==> config.mk <==
export PLATFORM = sky130hd
export DESIGN_NAME = simd_sat_adder
export DESIGN_NICKNAME = d
export VERILOG_FILES = /design/src/rtl/simd_add_pkg.sv /design/src/rtl/simd_lane_map.sv /design/src/rtl/simd_carry_chain.sv /design/src/rtl/simd_lane_judge.sv /design/src/rtl/simd_sat_adder.sv
export SDC_FILE = /design/constraint.sdc
export NUM_CORES = 1
export LEC_CHECK = 0
export BUFFER_PORTS_ARGS = -buffer_cell sky130_fd_sc_hd__buf_2
export CORE_ASPECT_RATIO = 0.6
export CORE_MARGIN = 1.5
export CORE_UTILIZATION = 40
export CTS_CLUSTER_SIZE = 14
export DETAILED_ROUTE_END_ITERATION = 8
export GPL_TIMING_DRIVEN = 0
export PLACE_DENSITY_LB_ADDON = 0.05
export SLEW_MARGIN = 40
export SYNTH_ARGS = -nofsm -noshare
export SYNTH_HDL_FRONTEND = slang
export SYNTH_SLANG_ARGS = --single-unit
export TNS_END_PERCENT = 30
==> constraint.sdc <==
create_clock -name clk -period 0.8 [get_ports clk]
set_input_delay 0.04 -clock clk [delete_from_list [all_inputs] [get_ports clk]]
set_output_delay 0.04 -clock clk [all_outputs]
set_load 0.005 [all_outputs]
==> src/rtl/simd_add_pkg.sv <==
`timescale 1ns/1ps
package simd_add_pkg;
  localparam int BYTE_W = 8;

  typedef enum logic [1:0] {
    LANE_B8   = 2'b00,
    LANE_B16  = 2'b01,
    LANE_B32  = 2'b10,
    LANE_B32X = 2'b11
  } lane_size_e;

  // number of byte slices that make up one lane
  function automatic int lane_span(lane_size_e s);
    case (s)
      LANE_B8:  lane_span = 1;
      LANE_B16: lane_span = 2;
      default:  lane_span = 4;
    endcase
  endfunction
endpackage

==> src/rtl/simd_lane_map.sv <==
`timescale 1ns/1ps
module simd_lane_map
  import simd_add_pkg::*;
#(
  parameter int NUM_BYTES = 8,
  localparam int IDXW = $clog2(NUM_BYTES)
) (
  input  lane_size_e                      size_i,
  output logic [NUM_BYTES-1:0]            first_o,
  output logic [NUM_BYTES-1:0][IDXW-1:0]  top_o
);
  always_comb begin
    int span;
    span = lane_span(size_i);
    for (int i = 0; i < NUM_BYTES; i++) begin
      first_o[i] = ((i & (span - 1)) == 0);
      top_o[i]   = IDXW'(i | (span - 1));
    end
  end
endmodule

==> src/rtl/simd_carry_chain.sv <==
`timescale 1ns/1ps
module simd_carry_chain #(
  parameter int NUM_BYTES = 8,
  parameter int BYTE_W    = 8,
  localparam int DW = NUM_BYTES * BYTE_W
) (
  input  logic [DW-1:0]        a_i,
  input  logic [DW-1:0]        b_i,
  input  logic [NUM_BYTES-1:0] first_i,
  input  logic                 lane_cin_i,
  output logic [DW-1:0]        sum_o,
  output logic [NUM_BYTES-1:0] cout_o
);
  always_comb begin
    logic c;
    logic cin;
    logic [BYTE_W:0] t;
    c = 1'b0;
    for (int i = 0; i < NUM_BYTES; i++) begin
      cin = first_i[i] ? lane_cin_i : c;
      t = {1'b0, a_i[i*BYTE_W +: BYTE_W]} + {1'b0, b_i[i*BYTE_W +: BYTE_W]}
        + {{BYTE_W{1'b0}}, cin};
      sum_o[i*BYTE_W +: BYTE_W] = t[BYTE_W-1:0];
      c = t[BYTE_W];
      cout_o[i] = c;
    end
  end
endmodule

==> src/rtl/simd_lane_judge.sv <==
`timescale 1ns/1ps
module simd_lane_judge #(
  parameter int BYTE_W = 8
) (
  input  logic              a_msb_i,
  input  logic              b_msb_i,
  input  logic              r_msb_i,
  input  logic              cout_i,
  input  logic              is_sub_i,
  input  logic              is_signed_i,
  output logic              ovf_o,
  output logic [BYTE_W-1:0] clamp_top_o,
  output logic [BYTE_W-1:0] clamp_low_o
);
  always_comb begin
    if (is_signed_i) begin
      if (is_sub_i) ovf_o = (a_msb_i != b_msb_i) && (r_msb_i != a_msb_i);
      else          ovf_o = (a_msb_i == b_msb_i) && (r_msb_i != a_msb_i);
      // overflow direction follows the sign of the first operand
      clamp_top_o = a_msb_i ? {1'b1, {(BYTE_W-1){1'b0}}} : {1'b0, {(BYTE_W-1){1'b1}}};
      clamp_low_o = a_msb_i ? {BYTE_W{1'b0}} : {BYTE_W{1'b1}};
    end else begin
      ovf_o       = is_sub_i ? !cout_i : cout_i;
      clamp_top_o = is_sub_i ? {BYTE_W{1'b0}} : {BYTE_W{1'b1}};
      clamp_low_o = clamp_top_o;
    end
  end
endmodule

==> src/rtl/simd_sat_adder.sv <==
`timescale 1ns/1ps
module simd_sat_adder
  import simd_add_pkg::*;
#(
  parameter int NUM_BYTES = 8,
  localparam int DW   = NUM_BYTES * BYTE_W,
  localparam int IDXW = $clog2(NUM_BYTES)
) (
  input  logic                 clk,
  input  logic                 rst_n,
  input  logic [DW-1:0]        op_a,
  input  logic [DW-1:0]        op_b,
  input  logic [1:0]           lane_sel,
  input  logic                 sat_en,
  input  logic                 signed_en,
  input  logic                 sub_en,
  output logic [DW-1:0]        sum_o,
  output logic [NUM_BYTES-1:0] ovf_o
);
  lane_size_e                      size;
  logic [NUM_BYTES-1:0]            first;
  logic [NUM_BYTES-1:0][IDXW-1:0]  top;
  logic [DW-1:0]                   b_eff;
  logic [DW-1:0]                   raw_sum;
  logic [NUM_BYTES-1:0]            cout;
  logic [NUM_BYTES-1:0]            byte_ovf;
  logic [NUM_BYTES-1:0][BYTE_W-1:0] clamp_top;
  logic [NUM_BYTES-1:0][BYTE_W-1:0] clamp_low;
  logic [DW-1:0]                   sum_n;
  logic [NUM_BYTES-1:0]            ovf_n;

  assign size  = lane_size_e'(lane_sel);
  assign b_eff = sub_en ? ~op_b : op_b;

  simd_lane_map #(.NUM_BYTES(NUM_BYTES)) u_map (
    .size_i (size),
    .first_o(first),
    .top_o  (top)
  );

  simd_carry_chain #(.NUM_BYTES(NUM_BYTES), .BYTE_W(BYTE_W)) u_chain (
    .a_i       (op_a),
    .b_i       (b_eff),
    .first_i   (first),
    .lane_cin_i(sub_en),
    .sum_o     (raw_sum),
    .cout_o    (cout)
  );

  // one judge per byte slice; only the slice at a lane's top is consulted
  for (genvar g = 0; g < NUM_BYTES; g++) begin : g_judge
    simd_lane_judge #(.BYTE_W(BYTE_W)) u_judge (
      .a_msb_i    (op_a[g*BYTE_W + BYTE_W-1]),
      .b_msb_i    (op_b[g*BYTE_W + BYTE_W-1]),
      .r_msb_i    (raw_sum[g*BYTE_W + BYTE_W-1]),
      .cout_i     (cout[g]),
      .is_sub_i   (sub_en),
      .is_signed_i(signed_en),
      .ovf_o      (byte_ovf[g]),
      .clamp_top_o(clamp_top[g]),
      .clamp_low_o(clamp_low[g])
    );
  end

  always_comb begin
    logic [IDXW-1:0] t;
    for (int i = 0; i < NUM_BYTES; i++) begin
      t = top[i];
      if (sat_en && byte_ovf[t])
        sum_n[i*BYTE_W +: BYTE_W] = (IDXW'(i) == t) ? clamp_top[t] : clamp_low[t];
      else
        sum_n[i*BYTE_W +: BYTE_W] = raw_sum[i*BYTE_W +: BYTE_W];
    end
  end

  always_comb begin
    int span;
    int idx;
    span = lane_span(size);
    for (int k = 0; k < NUM_BYTES; k++) begin
      idx = k * span + span - 1;
      ovf_n[k] = (idx < NUM_BYTES) ? byte_ovf[idx[IDXW-1:0]] : 1'b0;
    end
  end

  always_ff @(posedge clk or negedge rst_n) begin
    if (!rst_n) begin
      sum_o <= '0;
      ovf_o <= '0;
    end else begin
      sum_o <= sum_n;
      ovf_o <= ovf_n;
    end
  end
endmodule

; ---- Word level (Yosys, flattened, before mapping)
; Cells that the tools add are included.
[op_classes]
n_div = 0
n_reduce_logical = 44
bitwise_logic = 1
n_mux = 139
n_eq_ne = 25
magnitude_cmp = 22
multipliers = 4
addsub = 31
shifts = 0
[op_table]
columns = op, n
row1 = $mux W8, 62
row2 = $lt A32 B5 Y1 const B, 8
row3 = $add A32 B32 Y32, 7
row4 = $logic_not A32 Y1, 7
row5 = $sub A32 B2 Y32 const B, 7
row6 = $bmux W8 S2, 6
row7 = $add A8 B8 Y9, 8
row8 = $add A9 B1 Y9, 8
row9 = $mul A4 B32 Y32 const A, 2
row10 = $mux W64, 1
row11 = $not A64 Y64, 1
row12 = $lt A3 B4 Y1 const B, 14
row13 = $mux W1, 56
row14 = $bmux W8 S3, 2
row15 = $mul A3 B32 Y31 const A, 1
row16 = $mul A3 B32 Y32 const A, 1
row17 = $bmux W1 S3, 8
row18 = $logic_and A1 B1 Y1, 24
row19 = $ne A1 B1 Y1, 16
row20 = $eq A1 B1 Y1, 8
row21 = $logic_not A1 Y1, 8
row22 = $logic_not A2 Y1, 4
row23 = $bmux W1 S2, 3
row24 = $pmux W3 S2, 1
row25 = other kinds (3), 3
[word_totals]
in_bits = 135
rom_bits = 0
memories = 0
ram_bits = 0
out_inout_bits = 72
ff_bits = 72
word_cells = 268
latchBits = 0

; ---- Longest topological paths before layout
; Gate-level depths: netlist (run 1).
[logic_depth]
depth_word = 26
mapped_depth = 40
depth_no_buf = 36

; ---- Cells and area by module
; A second synthesis (run 1) with hierarchy kept.
[hier_totals]
hier_cells = 1140
hier_area_um2 = 12195.4
[modules_own_cells]
columns = module, seq_area_each_um2, cells_per_inst, n_inst, area_each_um2
row1 = simd_sat_adder, 1801.7, 616, 1, 8115.3
row2 = simd_carry_chain, 0.0, 303, 1, 2468.6
row3 = simd_lane_judge, 0.0, 23, 8, 167.7
row4 = simd_lane_map, 0.0, 37, 1, 270.3

; ---- Worst setup path after synthesis (run 1)
; OpenSTA, ideal clock, no wires.
[synth_timing]
kind = in2reg
startpoint = in sub_en
endpoint = reg sum_o[23]
path_slack_ps = -7874
t_required_ps = 675
setup_ps = 125
cell_stages = 39
path_buffers = 4
arrival_time_ps = 8549
path_cell_list = buf_2 > buf_1 > clkbuf_1 > clkbuf_1 > xor2_1 > ha_1 > nor2b_1 > o31a_1 > or2_2 > a31oi_1 > nand2_1 > nand2_1 > fa_1 > fa_1 > nand2b_1 > a21oi_1 > o31a_1 > o21ai_0 > [... 3 more ...] > fa_1 > nor2b_1 > nor3_1 > o21ai_0 > a21oi_1 > nor2b_1 > o31ai_1 > fa_1 > fa_1 > nor2b_1 > nor3_1 > o21ai_0 > a31oi_1 > a221oi_1 > mux2i_1 > a21boi_1 > nand2b_1 > mux2_2
[synth_between]
elab_chain_len = 25
word_cells_on_any_way = 70
cone_classes = add/sub: 16 / eq/ne: 4 / mux: 37 / reduce/logical: 13
[synth_rtl]
columns = item, line_no
row1 = start: declaration, simd_sat_adder.sv:16  ; input logic sub_en,
row2 = $mux W64, simd_sat_adder.sv:33  ; assign b_eff = sub_en ? ~op_b : op_b;
row3 = $add A8 B8 Y9, simd_carry_chain.sv:21  ; t = {1'b0, a_i[i*BYTE_W +: BYTE_W]} + {1'b0, b_i[i*BYTE_W +: BYTE_W]}
row4 = $add A9 B1 Y9, simd_carry_chain.sv:22  ; + {{BYTE_W{1'b0}}, cin};
row5 = $mux W1, simd_carry_chain.sv:20  ; cin = first_i[i] ? lane_cin_i : c;
row6 = $add A9 B1 Y9, simd_carry_chain.sv:22
row7 = $mux W1, simd_carry_chain.sv:20
row8 = $add A9 B1 Y9, simd_carry_chain.sv:22
row9 = $mux W1, simd_carry_chain.sv:20
row10 = [... 10 more ...], n/a
row11 = $logic_and A1 B1 Y1 (on tied branches), "simd_lane_judge.sv:18, simd_lane_judge.sv:17"
row12 = $mux W1, simd_lane_judge.sv:17  ; if (is_sub_i) ovf_o = (a_msb_i != b_msb_i) && (r_msb_i != a_msb_i);
row13 = $mux W1, simd_lane_judge.sv:16  ; if (is_signed_i) begin
row14 = $bmux W1 S2, simd_sat_adder.sv:69  ; if (sat_en && byte_ovf[t])
row15 = $mux W1 (implied by the code), simd_sat_adder.sv:69
row16 = $logic_and A1 B1 Y1, simd_sat_adder.sv:69
row17 = $mux W8 (*), simd_sat_adder.sv:69
row18 = named net sum_n[23], simd_sat_adder.sv:29  ; logic [DW-1:0] sum_n;
row19 = end signal: assignment, simd_sat_adder.sv:91  ; sum_o <= sum_n;
row20 = end: declaration, simd_sat_adder.sv:17  ; output logic [DW-1:0] sum_o,
; Mark *: on every way through the listed nets, which the timed path passes. The rest lies on a longest branch. The select of a mux whose other input is x is not followed.

; ---- Worst setup path after layout (run 1)
[layout_timing]
startpoint = in sub_en
endpoint = reg sum_o[36]
; Same word-level chain as after synthesis.

==> results of run 1 <==
[cells by family after synthesis]
kind of cell    Yosys count
flops                    72
simple gates            166
xor+xnor                108
buf+inv                  59
compound gates          167
fa+ha+maj                73
mux                      65
[flip-flops by register name (all words and copies together) (netlist names)]
signal / count
sum_o: 64
ovf_o: 8
[power groups by stage]
stage / logic, W / registers [W] / clock network (W)
after detailed placement: 0.00774 / 0.00515 / 0
after global placement: 0.00755 / 0.00513 / 0
after global routing: 0.0110 / 0.00521 / 0.00470
after CTS: 0.00944 / 0.00510 / 0.00457
final: 0.0101 / 0.00511 / 0.00448
after floorplan: 0.00473 / 0.00531 / 0
[layout make-up]
cell class | instances | area, µm² | area share, %
Timing Repair Buffer | 328 | 2090 | 21.3
Tap cell | 209 | 262 | 2.66
Clock buffer | 10 | 229 | 2.33
Buffer | 21 | 205 | 2.09
Clock inverter | 5 | 81.3 | 0.827
Multi-Input combinational cell | 579 | 5020 | 51.1
Sequential cell | 72 | 1800 | 18.3
Inverter | 37 | 140 | 1.42
[through the flow]
step	cell area (µm²)	std cells
final	9840	1261
after CTS	9580	1248
after global placement	8100	1122
after floorplan	6830	710
after global routing	9840	1261
after detailed placement	8130	1123
[worst max-delay path by stage]
stage	to	slack [ns]	cells past startpoint
2_1_floorplan	sum_o[23]	-6.25	39
3_3_place_gp	sum_o[37]	-7.57	38
3_5_place_dp	sum_o[39]	-7.63	38
4_1_cts	sum_o[39]	-6.53	40
5_1_grt	sum_o[33]	-7.00	40
6_report	sum_o[36]	-6.86	59
[cells in the mapped netlist (18+ instances only)]
cell type	count
mux2i_1	56
nand2b_1	18
dfrtp_1	72
ha_1	58
nand2_1	35
inv_1	34
xnor2_1	32
nor2b_1	19
a21oi_1	35
xor2_1	76
o21ai_0	61
nor2_1	44
[per-layer routing]
| layer | vias up | share of wire (%) | global-route usage [%] |
|---|---|---|---|
| met4 | 0 | 2.3 | 10.0 |
| li1 | 3160 | - | - |
| met2 | 284 | 44 | 40.2 |
| met3 | 53 | 6.6 | 5.76 |
| met5 | - | 0 | 0 |
| met1 | 3132 | 47 | 36.4 |
[tightest hold or removal path: stages]
cell and delay [ns]:
buf_2 0.11, xnor2_1 0.12, mux2i_1 0.06
[what timing repair did]
| action | CTS | global route |
|---|---|---|
| pin swaps | 16 | 30 |
| buffers inserted | 109 | 15 |
| gates resized for setup | 65 | 42 |
| hold buffers | 2 | 0 |
| endpoints found under the hold margin | 73 | 0 |
| setup endpoints to repair | 144 | 179 |
==> results.sh, run 1 <==
export IMPL_die_area_mm2=0.0174
export IMPL_arrival_ns=7.89
export IMPL_drive_above_1_share_pct=43.6
export IMPL_core_mm2=0.0162
export IMPL_synth_top_area_share_pct=27.2
export IMPL_route_vias_total=6629
export IMPL_switching_share_pct=35.5
export IMPL_synth_compound_area_share_pct=16.4
export IMPL_cts_buffers=9
export IMPL_power_density_mw_per_mm2=2010
export IMPL_hold_class="primary input to flop"
export IMPL_p_comb_share_pct=51.4
export IMPL_power_frac_seq_pct=25.9
export IMPL_slowest_delay_ns=0.41
export IMPL_final_common_cell="buf_2"
export IMPL_grt_overflow=0
export IMPL_whs_endpoint="sum_o[0]"
export IMPL_hold_violations=0
export IMPL_p_total_w=0.0197
export IMPL_cts_tree="done"
export IMPL_clk_path_buf_depth=2
export IMPL_dieHeight_um=103
export IMPL_avgSynthCellArea_um2=9.33
export IMPL_clock_sinks=72
export IMPL_drc=0
export IMPL_min_period_ns=7.66
export IMPL_synth_ff_type="dfrtp_1"
export IMPL_critical_path_buf_inv_count=51
export IMPL_worst_pin_slew_ns=0.900
export IMPL_synthMuxAreaShare_pct=10.8
export IMPL_syn_nets=918
export IMPL_worstHoldStart="op_b[0]"
export IMPL_wl_mm=22.9
export IMPL_slew_headroom_pct=39.8
export IMPL_crit_required_ns=1.02
export IMPL_area_growth_pct=48.5
export IMPL_grt_setup_unrepaired="true"
export IMPL_syn_area_mm2=0.00663
export IMPL_clk_pin_slew_worst_paths_ns=0.07
export IMPL_setup_tns_ns=-473.07
export IMPL_clock_fmax_mhz=131
export IMPL_layout_setup_ws_ns=-6.86
export IMPL_slew_viol_final=0
export IMPL_crit_start="sub_en"
export IMPL_drv_cap=0
export IMPL_synth_simple_area_share_pct=12.5
export IMPL_ys_warn_count=0
export IMPL_ctsRootBufferMaster="clkbuf_16"
export IMPL_ir_drop_v=0.000949
export IMPL_yosysUniqueCellTypes=59
export IMPL_synth_xor_area_share_pct=14.3
export IMPL_hold_slack_ns=0.0204
export IMPL_synth_edf_count=0
export IMPL_synth_sequential_area_ratio_pct=27.2
export IMPL_htreeDepth=3
export IMPL_grt_pass1_wl_mm=34.6
export IMPL_slowest_stage="fa_2"
export IMPL_nets=1256
export IMPL_power_internal_w=0.0127
export IMPL_drt_pass1_iterations=5
export IMPL_num_rows=36
export IMPL_viasPerCell=5.26
export IMPL_cp_start_kind="primary input"
export IMPL_grt_total_usage_pct=26.2
export IMPL_crit_fanout=5
export IMPL_violations="setup timing"
export IMPL_antenna_cells=0
export IMPL_period_share_pct=958
export IMPL_post_place_ws_ns=-7.63
export IMPL_synth_top_area_cell="dfrtp_1"
export IMPL_cpMostUsedCell="buf_4"
export IMPL_wl_per_cell_um=18.2
export IMPL_antenna_found_initial=0
export IMPL_dr_first_iter_drc_count=467
export IMPL_switchingPower_w=0.00699
export IMPL_hold_path_depth=3
export IMPL_ys_ff_latch=72
export IMPL_synth_area_leaders="dfrtp_1 (27%), ha_1 (11%), xor2_1 (10%), mux2i_1 (8.5%), o21ai_0 (4.6%)"
export IMPL_critPathTopFamily="buffers and inverters"
export IMPL_endpoint_kind="flop"
export IMPL_final_util_pct=60.7
export IMPL_synth_top_family_by_area="compound AO/OA/AOI/OAI gates"
export IMPL_drtAntennaViolNets=0
export IMPL_grt_max_degree=39
export IMPL_die_w_um=169
export IMPL_io_pins=207
export IMPL_fillers=1400
export IMPL_grt_pass1_vias=6562
export IMPL_path_class="primary input to flop"
export IMPL_io_buffers=203
export IMPL_gp_congestion=0.870
export IMPL_synthAdderAreaFrac_pct=15.5
export IMPL_hpwl_mm=15.7
export IMPL_start_util_pct=40.9
export IMPL_async_flop_share_pct=100
export IMPL_synth_cells=710
export IMPL_p_clk_share_pct=22.7
export IMPL_status="finished with violations"
export IMPL_setup_viol=144
export IMPL_final_cell_mix="buf_2 (200), buf_4 (110), xor2_1 (75), dfrtp_1 (72), ha_1 (57)"
export IMPL_power_leakage_nw=4.87
No activity file was read; power rests on OpenSTA's default activity.
==> run 2: changes to the inputs <==
--- a/config.mk
+++ b/config.mk
@@ -11,7 +11,7 @@
 export CORE_UTILIZATION = 40
 export CTS_CLUSTER_SIZE = 14
 export DETAILED_ROUTE_END_ITERATION = 8
-export GPL_TIMING_DRIVEN = 0
+export GPL_ROUTABILITY_DRIVEN = 0
 export PLACE_DENSITY_LB_ADDON = 0.05
 export SLEW_MARGIN = 40
 export SYNTH_ARGS = -nofsm -noshare
==> run 2 against run 1 <==
Against the previous run:
- utilization grew 4.1 points
- critical path depth down 22
- sequential power barely moved
- critical endpoint is now sum_o[23]
- worst setup slack gained 0.87 ns
- first-iteration DRC count down 35%
- wire length shrank 3.4%
- the run still ends with setup timing left
- via count is 3.3% higher
- sequential share of layout area shrank 1.2 points
- non-clock buffer count rose by 92
==> results.sh, run 2 (same netlist as run 1, synthesis figures left out) <==
export IMPL_die_area_mm2=0.0174
export IMPL_slowest_delay_ns=0.38
export IMPL_final_cell_mix="buf_4 (218), buf_2 (203), xor2_1 (73), dfrtp_1 (72), ha_1 (58)"
export IMPL_period_share_pct=848
export IMPL_wl_per_cell_um=16.4
export IMPL_min_period_ns=6.79
export IMPL_power_leakage_nw=5.37
export IMPL_drv_cap=0
export IMPL_register_area_mm2=0.00180
export IMPL_setup_viol=144
export IMPL_cts_buffers=9
export IMPL_fillers=1349
export IMPL_dieHeight_um=103
export IMPL_arrival_ns=7.03
export IMPL_largest_reg_flops=64
export IMPL_die_w_um=169
export IMPL_cpMostUsedCell="fa_2"
export IMPL_p_comb_share_pct=52.8
export IMPL_worstHoldStart="op_a[0]"
export IMPL_hpwl_mm=16.6
export IMPL_critPathTopFamily="adder cells"
export IMPL_whs_endpoint="sum_o[0]"
export IMPL_status="finished with violations"
export IMPL_clock_sinks=72
export IMPL_ctsRootBufferMaster="clkbuf_16"
export IMPL_slew_viol_final=0
export IMPL_start_util_pct=40.9
export IMPL_clock_fmax_mhz=147
export IMPL_final_util_pct=64.7
export IMPL_grt_pass1_vias=7016
export IMPL_violations="setup timing"
export IMPL_hold_class="primary input to flop"
export IMPL_drt_pass1_iterations=6
export IMPL_area_growth_pct=58.4
export IMPL_num_rows=36
export IMPL_largest_register="sum_o"
export IMPL_crit_fanout=6
export IMPL_clk_pin_slew_worst_paths_ns=0.06
export IMPL_core_mm2=0.0162
export IMPL_hold_path_depth=4
export IMPL_ir_drop_v=0.000953
export IMPL_antenna_found_initial=0
export IMPL_p_clk_share_pct=22.1
export IMPL_wl_mm=22.1
export IMPL_power_frac_seq_pct=25.1
export IMPL_top_regs="sum_o (64), ovf_o (8)"
export IMPL_clk_path_buf_depth=2
export IMPL_hold_slack_ns=0.0967
export IMPL_critical_path_buf_inv_count=2
export IMPL_nets=1348
export IMPL_route_vias_total=6849
export IMPL_slew_headroom_pct=67.3
export IMPL_slowest_stage="fa_2"
export IMPL_drive_above_1_share_pct=49.4
export IMPL_io_pins=207
export IMPL_antenna_cells=0
export IMPL_grt_setup_unrepaired="true"
export IMPL_grt_pass1_wl_mm=34.5
export IMPL_layout_setup_ws_ns=-5.99
export IMPL_switching_share_pct=34.5
export IMPL_path_class="primary input to flop"
export IMPL_power_density_mw_per_mm2=1950
export IMPL_power_internal_w=0.0134
export IMPL_io_buffers=206
export IMPL_worst_pin_slew_ns=0.489
export IMPL_multiInputGateArea_mm2=0.00503
export IMPL_hold_violations=0
export IMPL_crit_required_ns=1.04
export IMPL_drtAntennaViolNets=0
export IMPL_switchingPower_w=0.00706
export IMPL_drc=0
export IMPL_grt_max_degree=73
export IMPL_htreeDepth=3
export IMPL_final_common_cell="buf_4"
export IMPL_cp_start_kind="primary input"
export IMPL_grt_total_usage_pct=25.3
export IMPL_viasPerCell=5.06
export IMPL_cts_tree="done"
export IMPL_dr_first_iter_drc_count=304
export IMPL_endpoint_kind="flop"
export IMPL_grt_overflow=0
## run 2: cell types whose count changed in the layout (fill, tap and decap cells not counted), moves of 3 or more
cell,change
o21ai_2,+3
mux2i_2,-4
nand2_4,-3
buf_1,-6
buf_2,+3
clkbuf_1,-6
nand2_1,+3
o21ai_0,-5
buf_4,+108
## run 2: worst max path at each step
stage	start	endpoint	slack, ns	cells after the start
after floorplan	sub_en	sum_o[23]	-6.25	39
after global placement	sub_en	sum_o[7]	-6.40	37
after detailed placement	sub_en	sum_o[0]	-6.60	38
after CTS	sub_en	sum_o[7]	-5.93	37
after global routing	sub_en	sum_o[2]	-6.33	38
final	sub_en	sum_o[23]	-5.99	37
## run 2: final cells by class
type / instances / area share [%]
Timing Repair Buffer: 441 / 28.0
Tap cell: 209 / 2.49
Clock inverter: 4 / 0.739
Multi-Input combinational cell: 579 / 47.9
Sequential cell: 72 / 17.2
Clock buffer: 11 / 2.31
Inverter: 37 / 1.32
## run 2: timing repair
action,in CTS,in global routing
hold endpoints to repair,72,0
pin swaps,24,15
buffers inserted,37,9
hold buffers,1,0
setup endpoints to repair,144,144
resized for setup,72,34
## run 2: power groups by stage
| stage | Sequential (W) | Clock, W | Combinational, W |
|---|---|---|---|
| 2_1_floorplan | 0.00531 | 0 | 0.00473 |
| 3_3_place_gp | 0.00517 | 0 | 0.00908 |
| 3_5_place_dp | 0.00518 | 0 | 0.00924 |
| 4_1_cts | 0.00514 | 0.00456 | 0.0104 |
| 5_1_grt | 0.00525 | 0.00475 | 0.0118 |
| 6_report | 0.00513 | 0.00452 | 0.0108 |
## run 2: routing by layer
| metal | up-vias | wire [µm] | share of wire (%) | global-route usage [%] |
|---|---|---|---|---|
| li1 | 3346 | - | - | - |
| met5 | - | 0 | 0 | 0 |
| met2 | 221 | 10000 | 45 | 41.7 |
| met1 | 3256 | 10500 | 48 | 34.4 |
| met4 | 0 | 298 | 1.3 | 6.40 |
| met3 | 26 | 1270 | 5.8 | 5.22 |
## run 2: stage by stage
step,total power [W],std cells,instance area (µm²),setup TNS (ns),worst slack (ns)
2_1_floorplan,0.0100,710,6830,-430.51,-6.25
3_3_place_gp,0.0142,1291,9430,-446.94,-6.40
3_5_place_dp,0.0144,1291,9430,-459.40,-6.60
4_1_cts,0.0201,1344,10300,-418.79,-5.93
5_1_grt,0.0218,1353,10500,-447.95,-6.33
6_report,0.0205,1353,10500,-421.32,-5.99
